**config.mk**
```make
export PLATFORM = sky130hd
export DESIGN_NAME = wfe_sleep_ctrl
export DESIGN_NICKNAME = d
export VERILOG_FILES = /design/src/rtl/wfe_pkg.sv /design/src/rtl/wfe_evt_stream.sv /design/src/rtl/wfe_wake_timer.sv /design/src/rtl/wfe_core_ctrl.sv /design/src/rtl/wfe_sleep_ctrl.sv
export SDC_FILE = /design/constraint.sdc
export NUM_CORES = 1
export LEC_CHECK = 0
export BUFFER_PORTS_ARGS = -buffer_cell sky130_fd_sc_hd__clkbuf_2
export CORE_MARGIN = 5
export CORE_UTILIZATION = 60
export DETAILED_ROUTE_END_ITERATION = 16
export GPL_ROUTABILITY_DRIVEN = 0
export GPL_TIMING_DRIVEN = 0
export PLACE_DENSITY_LB_ADDON = 0.2
export SKIP_LAST_GASP = 1
export SLEW_MARGIN = 20
export SYNTH_ARGS = -nofsm -noshare
export SYNTH_HDL_FRONTEND = slang
export SYNTH_SLANG_ARGS = --single-unit
export TNS_END_PERCENT = 5
```
**constraint.sdc**
```tcl
create_clock -name clk -period 12 [get_ports clk]
set_input_delay 0.6 -clock clk [delete_from_list [all_inputs] [get_ports clk]]
set_output_delay 0.6 -clock clk [all_outputs]
set_load 0.01 [all_outputs]
```
**src/rtl/wfe_pkg.sv**
```systemverilog
package wfe_pkg;

    typedef enum logic {
        HR_RUN = 1'b0,
        HR_WFE = 1'b1
    } halt_rsn_e;

    typedef struct packed {
        logic      evt;
        halt_rsn_e rsn;
        logic      done;
    } core_st_t;

endpackage

```
**src/rtl/wfe_evt_stream.sv**
```systemverilog
module wfe_evt_stream #(
    parameter int CW    = 16,
    parameter int NS    = 2,
    parameter int SEL_W = 4
) (
    input  logic               clk,
    input  logic               rst_n,
    input  logic [CW-1:0]      count,
    input  logic [NS-1:0]      en,
    input  logic [NS*SEL_W-1:0] bit_sel,
    input  logic [NS-1:0]      rise,
    output logic               pulse_o,
    output logic [CW-1:0]      nearest_o,
    output logic               any_en_o
);

    localparam logic [CW+1:0] ONE  = (CW+2)'(1);
    localparam logic [CW+1:0] MAXV = {2'b00, {CW{1'b1}}};

    typedef struct packed {
        logic          vld;
        logic [NS-1:0] lvl;
    } strm_st_t;

    strm_st_t st_d, st_q;

    logic [NS-1:0]         cur;
    logic [NS-1:0]         pls;
    logic [NS-1:0][CW-1:0] nxt;

    for (genvar s = 0; s < NS; s++) begin : g_strm
        logic [SEL_W-1:0] sel;
        assign sel    = bit_sel[s*SEL_W +: SEL_W];
        assign cur[s] = count[sel];

        always_comb begin : calc_next
            logic [CW+1:0] tb;
            logic [CW+1:0] low;
            logic [CW+1:0] dl;
            logic [CW+1:0] sm;
            tb  = ONE << sel;
            low = {2'b00, count} & (tb - ONE);
            dl  = tb - low;
            if (cur[s] == rise[s]) begin
                dl = dl + tb;
            end
            sm = {2'b00, count} + dl;
            nxt[s] = (sm > MAXV) ? {CW{1'b1}} : sm[CW-1:0];
        end

        assign pls[s] = st_q.vld && en[s] && (cur[s] != st_q.lvl[s]) && (cur[s] == rise[s]);
    end

    always_comb begin
        st_d     = st_q;
        st_d.vld = 1'b1;
        st_d.lvl = cur;
    end

    always_ff @(posedge clk) begin
        if (!rst_n) begin
            st_q <= '0;
        end else begin
            st_q <= st_d;
        end
    end

    always_comb begin
        nearest_o = {CW{1'b1}};
        for (int s = 0; s < NS; s++) begin
            if (en[s] && (nxt[s] < nearest_o)) begin
                nearest_o = nxt[s];
            end
        end
    end

    assign pulse_o  = |pls;
    assign any_en_o = |en;

    // the next stream time always lies ahead of the count, or saturates
    p_nearest_ahead_r9: assert property (@(posedge clk) disable iff (!rst_n)
        any_en_o |-> ((nearest_o > count) || (nearest_o == {CW{1'b1}})))
        else $error("nearest stream time not ahead of count");

endmodule

```
**src/rtl/wfe_wake_timer.sv**
```systemverilog
module wfe_wake_timer #(
    parameter int CW = 16
) (
    input  logic          clk,
    input  logic          rst_n,
    input  logic          arm,
    input  logic          any_en,
    input  logic [CW-1:0] next_time,
    input  logic [CW-1:0] count,
    input  logic          wake,
    output logic          armed_o,
    output logic [CW-1:0] target_o,
    output logic          fire_o
);

    typedef struct packed {
        logic          armed;
        logic [CW-1:0] tgt;
    } tmr_st_t;

    tmr_st_t st_d, st_q;
    logic    arm_eff;

    always_comb begin
        arm_eff = arm && any_en;
        st_d    = st_q;
        if (arm_eff) begin
            st_d.armed = 1'b1;
            st_d.tgt   = next_time;
        end else if (wake) begin
            st_d.armed = 1'b0;
        end
    end

    always_ff @(posedge clk) begin
        if (!rst_n) begin
            st_q <= '0;
        end else begin
            st_q <= st_d;
        end
    end

    assign armed_o  = st_q.armed;
    assign target_o = st_q.tgt;
    assign fire_o   = st_q.armed && (count >= st_q.tgt);

    // arming loads the computed stream time
    p_arm_load_r9: assert property (@(posedge clk) disable iff (!rst_n)
        (arm && any_en) |=> (armed_o && (target_o == $past(next_time))))
        else $error("timer did not load target");

    // any wake of the core disarms the timer
    p_disarm_r9: assert property (@(posedge clk) disable iff (!rst_n)
        (armed_o && wake && !arm) |=> !armed_o)
        else $error("timer stayed armed after wake");

endmodule

```
**src/rtl/wfe_core_ctrl.sv**
```systemverilog
module wfe_core_ctrl
    import wfe_pkg::*;
(
    input  logic clk,
    input  logic rst_n,
    input  logic wfe_req,
    input  logic wake,
    output logic evt_o,
    output logic halted_o,
    output logic done_o,
    output logic sleep_o
);

    core_st_t st_d, st_q;
    logic     is_halted;
    logic     accept;
    logic     consume;
    logic     sleep;

    always_comb begin
        is_halted = (st_q.rsn == HR_WFE);
        accept    = wfe_req && !is_halted;
        consume   = accept && st_q.evt;
        sleep     = accept && !st_q.evt && !wake;

        st_d      = st_q;
        st_d.done = 1'b0;
        if (is_halted) begin
            if (wake) begin
                st_d.rsn  = HR_RUN;
                st_d.evt  = 1'b1;
                st_d.done = 1'b1;
            end
        end else begin
            if (sleep) begin
                st_d.rsn = HR_WFE;
            end
            if (consume) begin
                st_d.evt  = 1'b0;
                st_d.done = 1'b1;
            end
            if (accept && wake) begin
                st_d.done = 1'b1;
            end
            if (wake) begin
                st_d.evt = 1'b1;
            end
        end
    end

    always_ff @(posedge clk) begin
        if (!rst_n) begin
            st_q <= '{evt: 1'b0, rsn: HR_RUN, done: 1'b0};
        end else begin
            st_q <= st_d;
        end
    end

    assign evt_o    = st_q.evt;
    assign halted_o = (st_q.rsn == HR_WFE);
    assign done_o   = st_q.done;
    assign sleep_o  = sleep;

    p_consume_r2: assert property (@(posedge clk) disable iff (!rst_n)
        (wfe_req && !halted_o && evt_o && !wake) |=> (done_o && !evt_o && !halted_o))
        else $error("pending event not consumed");

    p_sleep_r3: assert property (@(posedge clk) disable iff (!rst_n)
        (wfe_req && !halted_o && !evt_o && !wake) |=> (halted_o && !done_o))
        else $error("core did not sleep");

    p_hold_r3: assert property (@(posedge clk) disable iff (!rst_n)
        (halted_o && !wake) |=> (halted_o && !done_o))
        else $error("core left sleep without wake");

    p_release_r4: assert property (@(posedge clk) disable iff (!rst_n)
        (halted_o && wake) |=> (!halted_o && evt_o && done_o))
        else $error("wake release not atomic");

    p_same_cycle_r5: assert property (@(posedge clk) disable iff (!rst_n)
        (wfe_req && !halted_o && wake) |=> (!halted_o && evt_o && done_o))
        else $error("same-cycle wake lost");

    p_run_wake_r6: assert property (@(posedge clk) disable iff (!rst_n)
        (!halted_o && wake) |=> evt_o)
        else $error("wake while running not recorded");

endmodule

```
**src/rtl/wfe_sleep_ctrl.sv**
```systemverilog
module wfe_sleep_ctrl
    import wfe_pkg::*;
#(
    parameter int NUM_CORES   = 4,
    parameter int CNT_W       = 16,
    parameter int NUM_STREAMS = 2,
    localparam int SEL_W      = (CNT_W > 1) ? $clog2(CNT_W) : 1
) (
    input  logic                         clk,
    input  logic                         rst_n,
    input  logic [NUM_CORES-1:0]         wfe_req,
    input  logic [NUM_CORES-1:0]         sev_req,
    input  logic [CNT_W-1:0]             count_val,
    input  logic [NUM_STREAMS-1:0]       strm_en,
    input  logic [NUM_STREAMS*SEL_W-1:0] strm_bit,
    input  logic [NUM_STREAMS-1:0]       strm_rise,
    output logic [NUM_CORES-1:0]         wfe_done,
    output logic [NUM_CORES-1:0]         halted,
    output logic [NUM_CORES-1:0]         event_flag,
    output logic [NUM_CORES-1:0]         wake_seen,
    output logic [NUM_CORES-1:0]         tmr_armed,
    output logic [NUM_CORES*CNT_W-1:0]   tmr_target
);

    logic             sev_d, sev_q;
    logic             strm_pulse;
    logic [CNT_W-1:0] strm_next;
    logic             strm_any;

    always_comb begin
        sev_d = |sev_req;
    end

    always_ff @(posedge clk) begin
        if (!rst_n) begin
            sev_q <= 1'b0;
        end else begin
            sev_q <= sev_d;
        end
    end

    wfe_evt_stream #(
        .CW    (CNT_W),
        .NS    (NUM_STREAMS),
        .SEL_W (SEL_W)
    ) u_stream (
        .clk       (clk),
        .rst_n     (rst_n),
        .count     (count_val),
        .en        (strm_en),
        .bit_sel   (strm_bit),
        .rise      (strm_rise),
        .pulse_o   (strm_pulse),
        .nearest_o (strm_next),
        .any_en_o  (strm_any)
    );

    for (genvar c = 0; c < NUM_CORES; c++) begin : g_core
        logic fire;
        logic sleep;
        logic wake;

        assign wake         = sev_q || strm_pulse || fire;
        assign wake_seen[c] = wake;

        wfe_core_ctrl u_ctrl (
            .clk      (clk),
            .rst_n    (rst_n),
            .wfe_req  (wfe_req[c]),
            .wake     (wake),
            .evt_o    (event_flag[c]),
            .halted_o (halted[c]),
            .done_o   (wfe_done[c]),
            .sleep_o  (sleep)
        );

        wfe_wake_timer #(
            .CW (CNT_W)
        ) u_tmr (
            .clk       (clk),
            .rst_n     (rst_n),
            .arm       (sleep),
            .any_en    (strm_any),
            .next_time (strm_next),
            .count     (count_val),
            .wake      (wake),
            .armed_o   (tmr_armed[c]),
            .target_o  (tmr_target[c*CNT_W +: CNT_W]),
            .fire_o    (fire)
        );

        // a timer is only ever armed on a sleeping core
        p_armed_halted_r9: assert property (@(posedge clk) disable iff (!rst_n)
            tmr_armed[c] |-> halted[c])
            else $error("timer armed on running core");

        // a send-event from any core reaches this core a cycle later
        p_sev_bcast_r7: assert property (@(posedge clk) disable iff (!rst_n)
            (|sev_req) |=> wake_seen[c])
            else $error("send-event not broadcast");
    end

endmodule

```
==> impl_metrics.toml <==
[outcome]
status = "completed"

[floorplan]
die-area_um2 = 22300
core_um2 = 19300
num_rows = 51
start_util_pct = 60.5
die_x_um = 149
io_pins = 122
die_h_um = 149

[cts]
clk_latency_ns = 0.34
cts_tree = "built"
cts_root_buffer = "clkbuf_16"
cts_buffers = 9
postCtsResizedCells = 0
cts.sink_count = 84
cts_setup_buffers = 0
clkSlewWorstSetupHoldPaths_ns = 0.06
cts_buffer_depth = 2
cts_hold_buf = 0
h-tree-depth = 3

[setup_path]
crit_path_end = "g_core[2].u_tmr.target_o[14]"
cp-end-kind = "flip-flop"
r2r_slack_ns = 8.30
crit_top_cell = "ha_1"
arrival_ns = 11.30
critPathTopFamily = "compound AO/OA/AOI/OAI gates"
worst-r2r-cell-count = 14
worstPathMaxFanout = 10
cp-start-kind = "input pin"
cp_slowest_cell = "or4_1"
r2r_start = "g_core[1].u_tmr.target_o[0]"
cpPeakStageDelay_ns = 0.52
regToRegEndpoint = "g_core[1].u_tmr.target_o[9]"
crit_cells = 51
crit_type = "input pin to flip-flop"
crit_start = "strm_bit[1]"
required_ns = 12.21
worst-path-buf-inv = 8

[timing]
setup_viol = 0
drv_slew = 0
rsz0062_at_grt = "no"
tightestPinTransition_ns = 0.844
fmax_ghz = 0.0902
finalCriticalPeriod_ns = 11.09
slew_headroom_pct = 43.7
finalCritPeriodShare_pct = 92.4
finalClockSkew_ns = 0.00672
finalHoldViolCount = 0
setup_tns_ns = 0

[drt]
drtIter0Drc = 832
wire_per_inst_um = 19.1
drc = 0
drtPass1Iterations = 5
finalWirelength_um = 36300
via_count = 12000
vias_per_cell = 6.32
postRouteAntennaNets = 0

[logic_synthesis]
seq_area_frac_synth_pct = 14.4
synth_area_leaders = "ha_1, dfxtp_1, a21oi_1"
synth-async-reset-ratio_pct = 0
yosysWarnings = 0
postSynthCellCount = 1501
synth_edf_count = 0
synth_top_area_share_pct = 16.7
yosys.area.top_type = "ha_1"
synth-seq-cells = 84
netlist_area_um2 = 11700
yosysUniqueCellTypes = 99
ys.flop_type = "dfxtp_1"
syn_area_per_cell_um2 = 7.76

[placed_design]
dpl.cell_count = 1885
place_hpwl_um = 28500
port-buffer-count = 118

[grt]
grt_overflow_total = 0
grt_pass1_wl_um = 57400
antenna_found_initial = 0
grtUsageMet3_pct = 5.38
grt_pass1_vias = 11400
grt.busiest_layer = "met2"
grt_util_met2_pct = 51.3
gr-usage-all-layers_pct = 31.7
grt_max_degree = 16
use_met1_pct = 40.9

[final_layout]
final_cells = 1901
drive_above_1_share_pct = 15.8
n_antenna_cell = 0
final_core_util_pct = 66.8
syn_to_final_growth_pct = 10.5
layout.nets = 1829

[min_path]
worstHoldPathType = "input pin to flip-flop"
min_delay_path_depth = 3

[run]
drv_cap = 0

[power]
cellLeakagePower_nw = 5.83
p_per_area_nw_per_um2 = 139
ir_drop_mv = 0.156
-- placed cells by master (no fill, tap or decap), types with 7 or more instances in the layout --
cell type,Yosys,final
a21o_1,63,63
nand2b_1,50,50
or3_1,15,15
mux2_2,15,15
a21oi_1,112,112
and3_1,12,12
o2bb2ai_1,56,56
o21bai_1,7,7
dfxtp_1,84,84
o211ai_1,10,10
o21a_1,26,26
nor2_1,120,120
nor3_1,29,29
a22o_1,10,10
nor2b_1,20,20
ha_1,156,156
o211a_1,8,8
o22ai_2,8,8
clkbuf_1,26,26
mux2i_1,10,10
or2_2,7,7
o31ai_1,10,10
nand3_1,21,21
buf_4,26,26
nand4_1,20,20
and2_1,13,13
clkbuf_16,0,9
nor4_1,7,7
xnor2_1,54,54
clkbuf_2,1,120
a31oi_1,13,13
xor2_1,30,30
inv_1,111,111
o21ai_0,89,86
buf_2,14,14
a211oi_1,12,12
nand2_1,93,93
-- metal layers --
metal,wire [um],up-vias,part of all wire (%)
li1,-,5772,-
met1,15300,5550,42
met2,16200,553,45
met3,2950,132,8.1
met4,1750,0,4.8
met5,0,-,0
-- registers in the layout, summed over array words and instances (netlist names) --
register and count:
sev_q 1, g_core.u_ctrl.done_o 4, g_core.u_ctrl.halted_o 4, g_core.u_ctrl.evt_o 4, u_stream.st_q 3, g_core.u_tmr.target_o 64, g_core.u_tmr.armed_o 4
-- worst reg2reg max path: stages (launching register included) --
cell	delay [ns]
dfxtp_1	0.36
ha_1	0.24
nand2b_1	0.14
a21o_1	0.18
a21o_1	0.20
a21o_1	0.18
a21o_1	0.18
a21oi_1	0.14
o21ai_0	0.12
a21o_1	0.21
a21oi_1	0.47
and2_1	0.30
a21oi_1	0.26
clkbuf_1	0.37
o2bb2ai_1	0.21
-- how the worst min path moves through the flow --
stage                                       from                            to  slack, ns
floorplan                g_core[1].u_tmr.armed_o       g_core[1].u_tmr.armed_o       0.46
global placement    g_core[1].u_tmr.target_o[13]  g_core[1].u_tmr.target_o[13]       0.47
detailed placement   g_core[1].u_tmr.target_o[6]   g_core[1].u_tmr.target_o[6]       0.47
CTS                                   sev_req[2]                         sev_q       0.46
global route                          sev_req[2]                         sev_q       0.49
finish                                sev_req[2]                         sev_q       0.47
-- synth_stat cells, drive strengths merged (5+ instances only) --
cell	count
nand4	20
mux2i	10
nand3b	6
o21ai	95
a21oi	115
a22o	10
nor2b	20
dfxtp	84
a221oi	7
xor2	31
o21a	26
a31oi	14
a211oi	13
o31ai	10
mux4	6
and4bb	5
o2111ai	5
nor2	120
o22ai	14
a21o	63
nand3	22
and2	14
or3	15
or2	8
a31o	6
nand2	94
inv	111
clkbuf	27
o21bai	7
buf	49
and3	12
nor4	8
o211a	8
nor3	29
xnor2	54
ha	156
o2bb2ai	57
mux2	15
o211ai	10
nand2b	50
-- area by class of cell --
| class | count | area, um2 |
|---|---|---|
| Fill cell | 1672 | 6400 |
| Clock inverter | 6 | 40.0 |
| Inverter | 111 | 417 |
| Clock buffer | 10 | 239 |
| Tap cell | 265 | 332 |
| Sequential cell | 84 | 1680 |
| Timing Repair Buffer | 118 | 591 |
| Multi-Input combinational cell | 1231 | 9130 |
| Buffer | 76 | 440 |
-- per-stage QoR --
stage / setup slack, ns / hold WS [ns] / total power, mW / cell area [um2]
after floorplan: 2.37 / 0.458 / 1.21 / 11700
after global placement: 0.337 / 0.468 / 1.47 / 12600
after detailed placement: 0.165 / 0.468 / 1.50 / 12600
after CTS: 0.468 / 0.462 / 1.76 / 12900
after global routing: 0.123 / 0.491 / 1.92 / 12900
final: 0.914 / 0.467 / 1.79 / 12900
-- power breakdown --
part | internal, mW | switching, mW | total, mW | leakage, nW
clock | 0.145 | 0.112 | 0.257 | 0.138
sequential | 0.310 | 0.0278 | 0.338 | 0.688
combinational | 0.477 | 0.715 | 1.19 | 5.00
total | 0.932 | 0.854 | 1.79 | 5.83
-- logic make-up (layout without fill, tap and decap cells) --
| group | Yosys count | count (layout) | share of synthesized area (%) |
|---|---|---|---|
| XOR/XNOR | 86 | 86 | 6.66 |
| flip-flops | 84 | 84 | 14.4 |
| adder cells (fa/ha/maj) | 160 | 160 | 17.4 |
| AO/OA/AOI/OAI | 503 | 503 | 30.4 |
| buffers and inverters | 187 | 321 | 7.34 |
| AND/OR/NAND/NOR | 449 | 449 | 20.2 |
| other | 1 | 2 | 0.0322 |
| multiplexers | 31 | 31 | 3.47 |
Note: power is estimated with default switching activity, not from simulation.
